## config.mk

```make
export PLATFORM = sky130hd
export DESIGN_NAME = msr_crypto_bridge
export DESIGN_NICKNAME = d
export VERILOG_FILES = /design/src/rtl/msrcb_pkg.sv /design/src/rtl/msrcb_ctrl.sv /design/src/rtl/msrcb_operand.sv /design/src/rtl/msrcb_seq.sv /design/src/rtl/msr_crypto_bridge.sv
export SDC_FILE = /design/constraint.sdc
export NUM_CORES = 1
export LEC_CHECK = 0
export ABC_AREA = 1
export CAP_MARGIN = 25
export CORE_AREA = 2 2 271 273
export DETAILED_ROUTE_END_ITERATION = 16
export DIE_AREA = 0 0 273 275
export GPL_ROUTABILITY_DRIVEN = 0
export PLACE_DENSITY_LB_ADDON = 0.15
export RECOVER_POWER = 100
export SYNTH_ARGS = -nofsm -noshare
export SYNTH_HDL_FRONTEND = slang
export SYNTH_HIERARCHICAL = 1
export SYNTH_SLANG_ARGS = --single-unit
```

## constraint.sdc

```tcl
create_clock -name clk -period 3.2 [get_ports clk]
set_input_delay 0.48 -clock clk [delete_from_list [all_inputs] [get_ports clk]]
set_output_delay 0.48 -clock clk [all_outputs]
set_load 0.03 [all_outputs]
```

## src/rtl/msrcb_pkg.sv

```systemverilog
package msrcb_pkg;

    localparam int ADDR_CTRL = 0;
    localparam int ADDR_DATA = 1;
    localparam int ADDR_RES  = 2;

    localparam int CB_ENG  = 0;
    localparam int CB_DEC  = 1;
    localparam int CB_KEY  = 2;
    localparam int CB_HALF = 3;

    localparam int SB_BUSY = 8;
    localparam int SB_DONE = 9;
    localparam int SB_ERR  = 10;

    typedef enum logic [1:0] {
        ST_IDLE   = 2'd0,
        ST_LAUNCH = 2'd1,
        ST_WAIT   = 2'd2,
        ST_DONE   = 2'd3
    } seq_state_e;

    typedef enum logic {
        ENG_WIDE   = 1'b0,
        ENG_NARROW = 1'b1
    } eng_e;

    typedef struct packed {
        eng_e eng;
        logic dec;
        logic key_sel;
    } ctl_t;

endpackage

```

## src/rtl/msrcb_ctrl.sv

```systemverilog
module msrcb_ctrl
    import msrcb_pkg::*;
#(
    parameter int ADDR_W = 2,
    parameter int WORD_W = 64,
    parameter int HSEL_W = 1,
    parameter int RES_W  = 128
) (
    input  logic              clk,
    input  logic              rst_n,
    input  logic              msr_wr,
    input  logic              msr_rd,
    input  logic [ADDR_W-1:0] msr_addr,
    input  logic              w_eng,
    input  logic              w_dec,
    input  logic              w_key,
    input  logic [HSEL_W-1:0] w_half,
    input  logic              w_errclr,
    input  logic              busy,
    input  logic              done,
    input  logic [RES_W-1:0]  res_q,
    output ctl_t              ctl,
    output logic [HSEL_W-1:0] half_idx,
    output logic              data_wr,
    output logic              res_rd,
    output logic              err,
    output logic [WORD_W-1:0] msr_rdata
);

    logic wr_ctrl;
    logic wr_data;

    assign wr_ctrl = msr_wr && (msr_addr == ADDR_W'(ADDR_CTRL));
    assign wr_data = msr_wr && (msr_addr == ADDR_W'(ADDR_DATA));
    assign data_wr = wr_data && !busy;
    assign res_rd  = msr_rd && (msr_addr == ADDR_W'(ADDR_RES));

    always_ff @(posedge clk or negedge rst_n) begin
        if (!rst_n) begin
            ctl      <= '0;
            half_idx <= '0;
            err      <= 1'b0;
        end else begin
            if (wr_ctrl) begin
                ctl.eng     <= eng_e'(w_eng);
                ctl.dec     <= w_dec;
                ctl.key_sel <= w_key;
                half_idx    <= w_half;
                if (w_errclr) begin
                    err <= 1'b0;
                end
            end
            if (wr_data && busy) begin
                err <= 1'b1;
            end
        end
    end

    always_comb begin
        msr_rdata = '0;
        unique case (msr_addr)
            ADDR_W'(ADDR_CTRL): begin
                msr_rdata[CB_ENG]              = ctl.eng;
                msr_rdata[CB_DEC]              = ctl.dec;
                msr_rdata[CB_KEY]              = ctl.key_sel;
                msr_rdata[CB_HALF +: HSEL_W]   = half_idx;
                msr_rdata[SB_BUSY]             = busy;
                msr_rdata[SB_DONE]             = done;
                msr_rdata[SB_ERR]              = err;
            end
            ADDR_W'(ADDR_RES): begin
                msr_rdata = res_q[int'(half_idx)*WORD_W +: WORD_W];
            end
            default: begin
                msr_rdata = '0;
            end
        endcase
    end

endmodule

```

## src/rtl/msrcb_operand.sv

```systemverilog
module msrcb_operand
    import msrcb_pkg::*;
#(
    parameter int WORD_W = 64,
    parameter int WIDE_W = 128,
    parameter int NKEY_W = 56,
    parameter int NBLK_W = 64,
    parameter int HSEL_W = 1
) (
    input  logic              clk,
    input  logic              rst_n,
    input  logic              data_wr,
    input  ctl_t              ctl,
    input  logic [HSEL_W-1:0] half_idx,
    input  logic [WORD_W-1:0] wdata,
    output logic [WIDE_W-1:0] wide_key,
    output logic [WIDE_W-1:0] wide_blk,
    output logic [NKEY_W-1:0] nar_key,
    output logic [NBLK_W-1:0] nar_blk,
    output logic              launch
);

    localparam int NHALF = WIDE_W / WORD_W;
    localparam int LAST  = NHALF - 1;

    logic wide_sel;
    logic nar_sel;

    assign wide_sel = data_wr && (ctl.eng == ENG_WIDE);
    assign nar_sel  = data_wr && (ctl.eng == ENG_NARROW);

    for (genvar h = 0; h < NHALF; h++) begin : g_half
        logic [WORD_W-1:0] key_h;
        logic [WORD_W-1:0] blk_h;
        logic              hit;

        assign hit = wide_sel && (half_idx == HSEL_W'(h));

        always_ff @(posedge clk or negedge rst_n) begin
            if (!rst_n) begin
                key_h <= '0;
                blk_h <= '0;
            end else if (hit) begin
                if (ctl.key_sel) begin
                    key_h <= wdata;
                end else begin
                    blk_h <= wdata;
                end
            end
        end

        assign wide_key[h*WORD_W +: WORD_W] = key_h;
        assign wide_blk[h*WORD_W +: WORD_W] = blk_h;
    end

    always_ff @(posedge clk or negedge rst_n) begin
        if (!rst_n) begin
            nar_key <= '0;
            nar_blk <= '0;
        end else if (nar_sel) begin
            if (ctl.key_sel) begin
                nar_key <= wdata[NKEY_W-1:0];
            end else begin
                nar_blk <= wdata[NBLK_W-1:0];
            end
        end
    end

    assign launch = data_wr && !ctl.key_sel &&
                    ((ctl.eng == ENG_NARROW) || (half_idx == HSEL_W'(LAST)));

endmodule

```

## src/rtl/msrcb_seq.sv

```systemverilog
module msrcb_seq
    import msrcb_pkg::*;
#(
    parameter int WIDE_W   = 128,
    parameter int NBLK_W   = 64,
    parameter int WIDE_LAT = 12,
    parameter int NAR_LAT  = 16
) (
    input  logic              clk,
    input  logic              rst_n,
    input  logic              launch,
    input  eng_e              launch_eng,
    input  logic              launch_dec,
    input  logic              res_rd,
    input  logic [WIDE_W-1:0] wide_res,
    input  logic [NBLK_W-1:0] nar_res,
    output logic              wide_start,
    output logic              nar_start,
    output logic              eng_dec,
    output logic              busy,
    output logic              done,
    output logic [WIDE_W-1:0] res_q
);

    localparam int LAT_MAX = (WIDE_LAT > NAR_LAT) ? WIDE_LAT : NAR_LAT;
    localparam int CNT_W   = (LAT_MAX > 2) ? $clog2(LAT_MAX) : 1;

    seq_state_e       state;
    seq_state_e       nxt;
    eng_e             run_eng;
    logic [CNT_W-1:0] cnt;
    logic [CNT_W-1:0] tgt;
    logic             finish;

    assign tgt    = (run_eng == ENG_WIDE) ? CNT_W'(WIDE_LAT - 1) : CNT_W'(NAR_LAT - 1);
    assign finish = (state == ST_WAIT) && (cnt == tgt);

    always_ff @(posedge clk or negedge rst_n) begin
        if (!rst_n) begin
            state <= ST_IDLE;
        end else begin
            state <= nxt;
        end
    end

    always_comb begin
        nxt = state;
        unique case (state)
            ST_IDLE: begin
                if (launch) nxt = ST_LAUNCH;
            end
            ST_LAUNCH: begin
                nxt = ST_WAIT;
            end
            ST_WAIT: begin
                if (finish) nxt = ST_DONE;
            end
            ST_DONE: begin
                if (launch)      nxt = ST_LAUNCH;
                else if (res_rd) nxt = ST_IDLE;
            end
            default: nxt = ST_IDLE;
        endcase
    end

    always_ff @(posedge clk or negedge rst_n) begin
        if (!rst_n) begin
            run_eng <= ENG_WIDE;
            eng_dec <= 1'b0;
            cnt     <= '0;
            res_q   <= '0;
        end else begin
            if (launch) begin
                run_eng <= launch_eng;
                eng_dec <= launch_dec;
                cnt     <= '0;
            end else if (state == ST_LAUNCH || state == ST_WAIT) begin
                cnt <= cnt + 1'b1;
            end
            if (finish) begin
                if (run_eng == ENG_WIDE) begin
                    res_q <= wide_res;
                end else begin
                    res_q <= {{(WIDE_W-NBLK_W){1'b0}}, nar_res};
                end
            end
        end
    end

    assign busy       = (state == ST_LAUNCH) || (state == ST_WAIT);
    assign done       = (state == ST_DONE);
    assign wide_start = (state == ST_LAUNCH) && (run_eng == ENG_WIDE);
    assign nar_start  = (state == ST_LAUNCH) && (run_eng == ENG_NARROW);

endmodule

```

## src/rtl/msr_crypto_bridge.sv

```systemverilog
module msr_crypto_bridge
    import msrcb_pkg::*;
#(
    parameter int ADDR_W   = 2,
    parameter int WORD_W   = 64,
    parameter int WIDE_W   = 128,
    parameter int NKEY_W   = 56,
    parameter int NBLK_W   = 64,
    parameter int WIDE_LAT = 12,
    parameter int NAR_LAT  = 16
) (
    input  logic              clk,
    input  logic              rst_n,
    input  logic              msr_wr,
    input  logic              msr_rd,
    input  logic [ADDR_W-1:0] msr_addr,
    input  logic [WORD_W-1:0] msr_wdata,
    output logic [WORD_W-1:0] msr_rdata,
    output logic              wide_start,
    output logic              wide_dec,
    output logic [WIDE_W-1:0] wide_key,
    output logic [WIDE_W-1:0] wide_blk,
    input  logic [WIDE_W-1:0] wide_res,
    output logic              nar_start,
    output logic              nar_dec,
    output logic [NKEY_W-1:0] nar_key,
    output logic [NBLK_W-1:0] nar_blk,
    input  logic [NBLK_W-1:0] nar_res
);

    localparam int NHALF  = WIDE_W / WORD_W;
    localparam int HSEL_W = (NHALF > 1) ? $clog2(NHALF) : 1;

    ctl_t              ctl;
    logic [HSEL_W-1:0] half_idx;
    logic              data_wr;
    logic              res_rd;
    logic              err;
    logic              busy;
    logic              done;
    logic              launch;
    logic              eng_dec;
    logic [WIDE_W-1:0] res_q;

    msrcb_ctrl #(
        .ADDR_W (ADDR_W),
        .WORD_W (WORD_W),
        .HSEL_W (HSEL_W),
        .RES_W  (WIDE_W)
    ) u_ctrl (
        .clk       (clk),
        .rst_n     (rst_n),
        .msr_wr    (msr_wr),
        .msr_rd    (msr_rd),
        .msr_addr  (msr_addr),
        .w_eng     (msr_wdata[CB_ENG]),
        .w_dec     (msr_wdata[CB_DEC]),
        .w_key     (msr_wdata[CB_KEY]),
        .w_half    (msr_wdata[CB_HALF +: HSEL_W]),
        .w_errclr  (msr_wdata[SB_ERR]),
        .busy      (busy),
        .done      (done),
        .res_q     (res_q),
        .ctl       (ctl),
        .half_idx  (half_idx),
        .data_wr   (data_wr),
        .res_rd    (res_rd),
        .err       (err),
        .msr_rdata (msr_rdata)
    );

    msrcb_operand #(
        .WORD_W (WORD_W),
        .WIDE_W (WIDE_W),
        .NKEY_W (NKEY_W),
        .NBLK_W (NBLK_W),
        .HSEL_W (HSEL_W)
    ) u_operand (
        .clk      (clk),
        .rst_n    (rst_n),
        .data_wr  (data_wr),
        .ctl      (ctl),
        .half_idx (half_idx),
        .wdata    (msr_wdata),
        .wide_key (wide_key),
        .wide_blk (wide_blk),
        .nar_key  (nar_key),
        .nar_blk  (nar_blk),
        .launch   (launch)
    );

    msrcb_seq #(
        .WIDE_W   (WIDE_W),
        .NBLK_W   (NBLK_W),
        .WIDE_LAT (WIDE_LAT),
        .NAR_LAT  (NAR_LAT)
    ) u_seq (
        .clk        (clk),
        .rst_n      (rst_n),
        .launch     (launch),
        .launch_eng (ctl.eng),
        .launch_dec (ctl.dec),
        .res_rd     (res_rd),
        .wide_res   (wide_res),
        .nar_res    (nar_res),
        .wide_start (wide_start),
        .nar_start  (nar_start),
        .eng_dec    (eng_dec),
        .busy       (busy),
        .done       (done),
        .res_q      (res_q)
    );

    assign wide_dec = eng_dec;
    assign nar_dec  = eng_dec;

endmodule

```

==> results.ini <==
[hold_path]
hp-class=in -> reg
hold_start=wide_res[69]

[worst_setup_path]
crit_start=u_ctrl/half_idx$_DFFE_PN0P_
cp.buffers_inverters=3
cp.required_ps=2720
crit_fanout=31
reg2reg_depth=9
endpoint_kind=output pin
cpPeakStageDelay_ps=420
timing.rr.end=u_operand/g_half[1].key_h[54]$_DFFE_PN0P_
startpoint_type=flip-flop
crit_cells=5
timing.rr.start=u_seq/state[0]$_DFFE_PN0P_
reg2reg_setup_slack_ps=280
worstSetupPathType=reg -> out
worst_path_max_delay_cell=dfrtp_2
path_cells=inv_2, buf_4, nand2_1, a21oi_1, clkbuf_1
endpoint=msr_rdata[13]
cp_top_family=buffers and inverters
cp.arrival_ps=2530

[power]
power.density_mw_per_mm2=969
p_leak_uw=0.0161
vdd_drop_max_mv=0.468

[logic_synthesis]
syn_area_per_cell_um2=8.76
syn_inst=2536
synth_cell_types=28
synth_commonest_cells=nand2_1, dfrtp_1, o21ai_1, nand3_1, nand4_1
synthTopCellsByArea=dfrtp_1, nand2_1, o21ai_1
ys_warn_count=6
synth_edf_count=0
synthArstFlopShare_pct=100
ys_seq_area_share_pct=58.3
synth.most_common_cell=nand2_1
synthFlopType=dfrtp_1
synth_seq_cells=517
syn_area_mm2=0.0222
syn-num-nets=2804
yosysTopAreaCell=dfrtp_1
synth_top_area_share_pct=58.3

[die]
die_h_um=275
ios=706
rows=99
fp.dieArea_mm2=0.0751
initial_utilization_pct=30.7
coreArea_mm2=0.0723
die_w_um=273

[sta]
grt_setup_unrepaired=no
timing.fmax_mhz=332
worstMarginPinSlew_ps=2230
fin_skew_ps=16.4
slew_headroom_pct=-48.6
drv_slew=75
fin_crit_sh_pct=94.2
setup_viol=0
period_minus_slack_ps=3010
hold_viol_final=0
setup_tns_ps=0

[finish]
final_cells=4169
nNetsFinal=3429
post-route-util_pct=43.6
fillers=7144
fin_area_mm2=0.0315
drive_gt1_share_pct=7.77
syn_to_final_growth_pct=42.0

[placement]
dp_hpwl_um=61500
dpl-instance-area_mm2=0.0300
io_buffers=705
dp_cells=4059

[clocking]
clk_pin_slew_ps=60
cts_tree=done
clockBufferDepth=3
cts_buffers=58
cts.sinks=517
postCtsSetupRepairBufs=0
htree_levels=2
clock_latency_ps=620
root_buffer=clkbuf_16

[routing]
drt-total-wl_um=86400
wl_per_cell_um=20.7
dr.pass1.iters=5
via_per_inst=4.84
vias=20195
drtIter0Drc=1410
drcViolationCount=0
ant_nets=0

[global_route]
antenna_found_initial=12
grt_pass1_vias=19977
grt_usage_pct=22.4
grt_start_max_net_pins=204
grt_pass1_wl_um=128000
grt_remaining_overflow=0

[outcome]
status=finished, violations left
violations=capacitance limit, slew limit

[flow_run]
maxCapViolations=1

kinds of logic after synthesis:
kind of cell / synth area share, %
AOI/OAI and AO/OA: 8.92
DFF: 58.3
adders and majority gates: 0.338
buffers and inverters: 6.15
and+or+nand+nor: 26.3
power breakdown:
group | internal (uW) | switching (uW) | total, uW
sequential | 9140 | 1500 | 10600
combinational | 4360 | 8650 | 13000
clock | 4180 | 2740 | 6910
total | 17700 | 12900 | 30600
metal layers:
metal / global-route usage, % / wire [um] / up-vias
met5: 0 / 45 / -
met2: 37.8 / 42200 / 802
met1: 28.3 / 35200 / 9727
met4: 7.29 / 2670 / 6
met3: 5.30 / 6300 / 135
li1: - / - / 9525
area by class of cell:
class                      count  area, um^2  share of cell area [%]
antenna                        7        17.5                  0.0555
clock buffer                  87        1760                    5.58
clock inverter                15         229                   0.726
inverter                      81         308                   0.976
multi-input combinational   1745        7890                    25.0
sequential                   517       12900                    41.0
tap                          959        1200                    3.80
timing repair buffer         758        7210                    22.8
cells in the final DEF, fill, tap and decap left out, types with 10 or more instances in the layout:
| cell type | Yosys | final |
|---|---|---|
| nand2_1 | 1009 | 1010 |
| dfrtp_1 | 517 | 515 |
| dlygate4sd3_1 | 0 | 385 |
| o21ai_0 | 128 | 308 |
| clkdlybuf4s50_1 | 0 | 259 |
| nand3_1 | 139 | 139 |
| nand4_1 | 129 | 130 |
| inv_1 | 75 | 75 |
| clkbuf_16 | 0 | 59 |
| clkbuf_1 | 48 | 55 |
| or2_2 | 53 | 53 |
| a21oi_1 | 39 | 41 |
| clkbuf_2 | 5 | 27 |
| buf_4 | 33 | 22 |
| clkbuf_8 | 0 | 18 |
| a21oi_2 | 20 | 18 |
| or2_1 | 11 | 11 |
| buf_12 | 0 | 10 |
tightest hold or removal path: cells and delay by family:
kind / cells / cell delay (ps)
buffers and inverters: 1 / 390
AND/OR/NAND/NOR: 1 / 60
AO/OA/AOI/OAI: 1 / 60
through the flow:
step | worst slack [ps] | hold WS (ps) | power, uW
after floorplan | 764 | 184 | 18200
after global placement | 306 | 454 | 24700
after detailed placement | 317 | 457 | 24900
after CTS | 118 | 390 | 32000
after global routing | 36.7 | 428 | 32300
final | 187 | 430 | 30600
worst min path at each step:
stage | slack [ps] | endpoint | cells past startpoint
2_1_floorplan | 180 | u_ctrl/ctl[0]$_DFFE_PN0P_ | 0
3_3_place_gp | 450 | u_operand/g_half[1].blk_h[3]$_DFFE_PN0P_ | 2
3_5_place_dp | 460 | u_operand/g_half[0].key_h[42]$_DFFE_PN0P_ | 2
4_1_cts | 390 | u_seq/res_q[93]$_DFFE_PN0P_ | 3
5_1_grt | 430 | u_seq/res_q[69]$_DFFE_PN0P_ | 3
6_report | 430 | u_seq/res_q[69]$_DFFE_PN0P_ | 3
registers in the layout (all words and copies together), names as in the netlist:
signal / cells
u_operand/g_half.blk_h: 128
u_operand/g_half.key_h: 128
u_seq/res_q: 128
u_operand/nar_blk: 64
u_operand/nar_key: 56
u_seq/cnt: 4
u_ctrl/ctl: 3
u_seq/state: 2
u_ctrl/err: 1
u_ctrl/half_idx: 1
u_seq/eng_dec: 1
u_seq/run_eng: 1
timing repair:
| action | CTS | global route |
|---|---|---|
| hold endpoints to repair | 71 | 0 |
| resized for setup | 0 | 0 |
| hold buffers | 1 | 0 |
No activity file was read; power rests on OpenSTA's default activity.
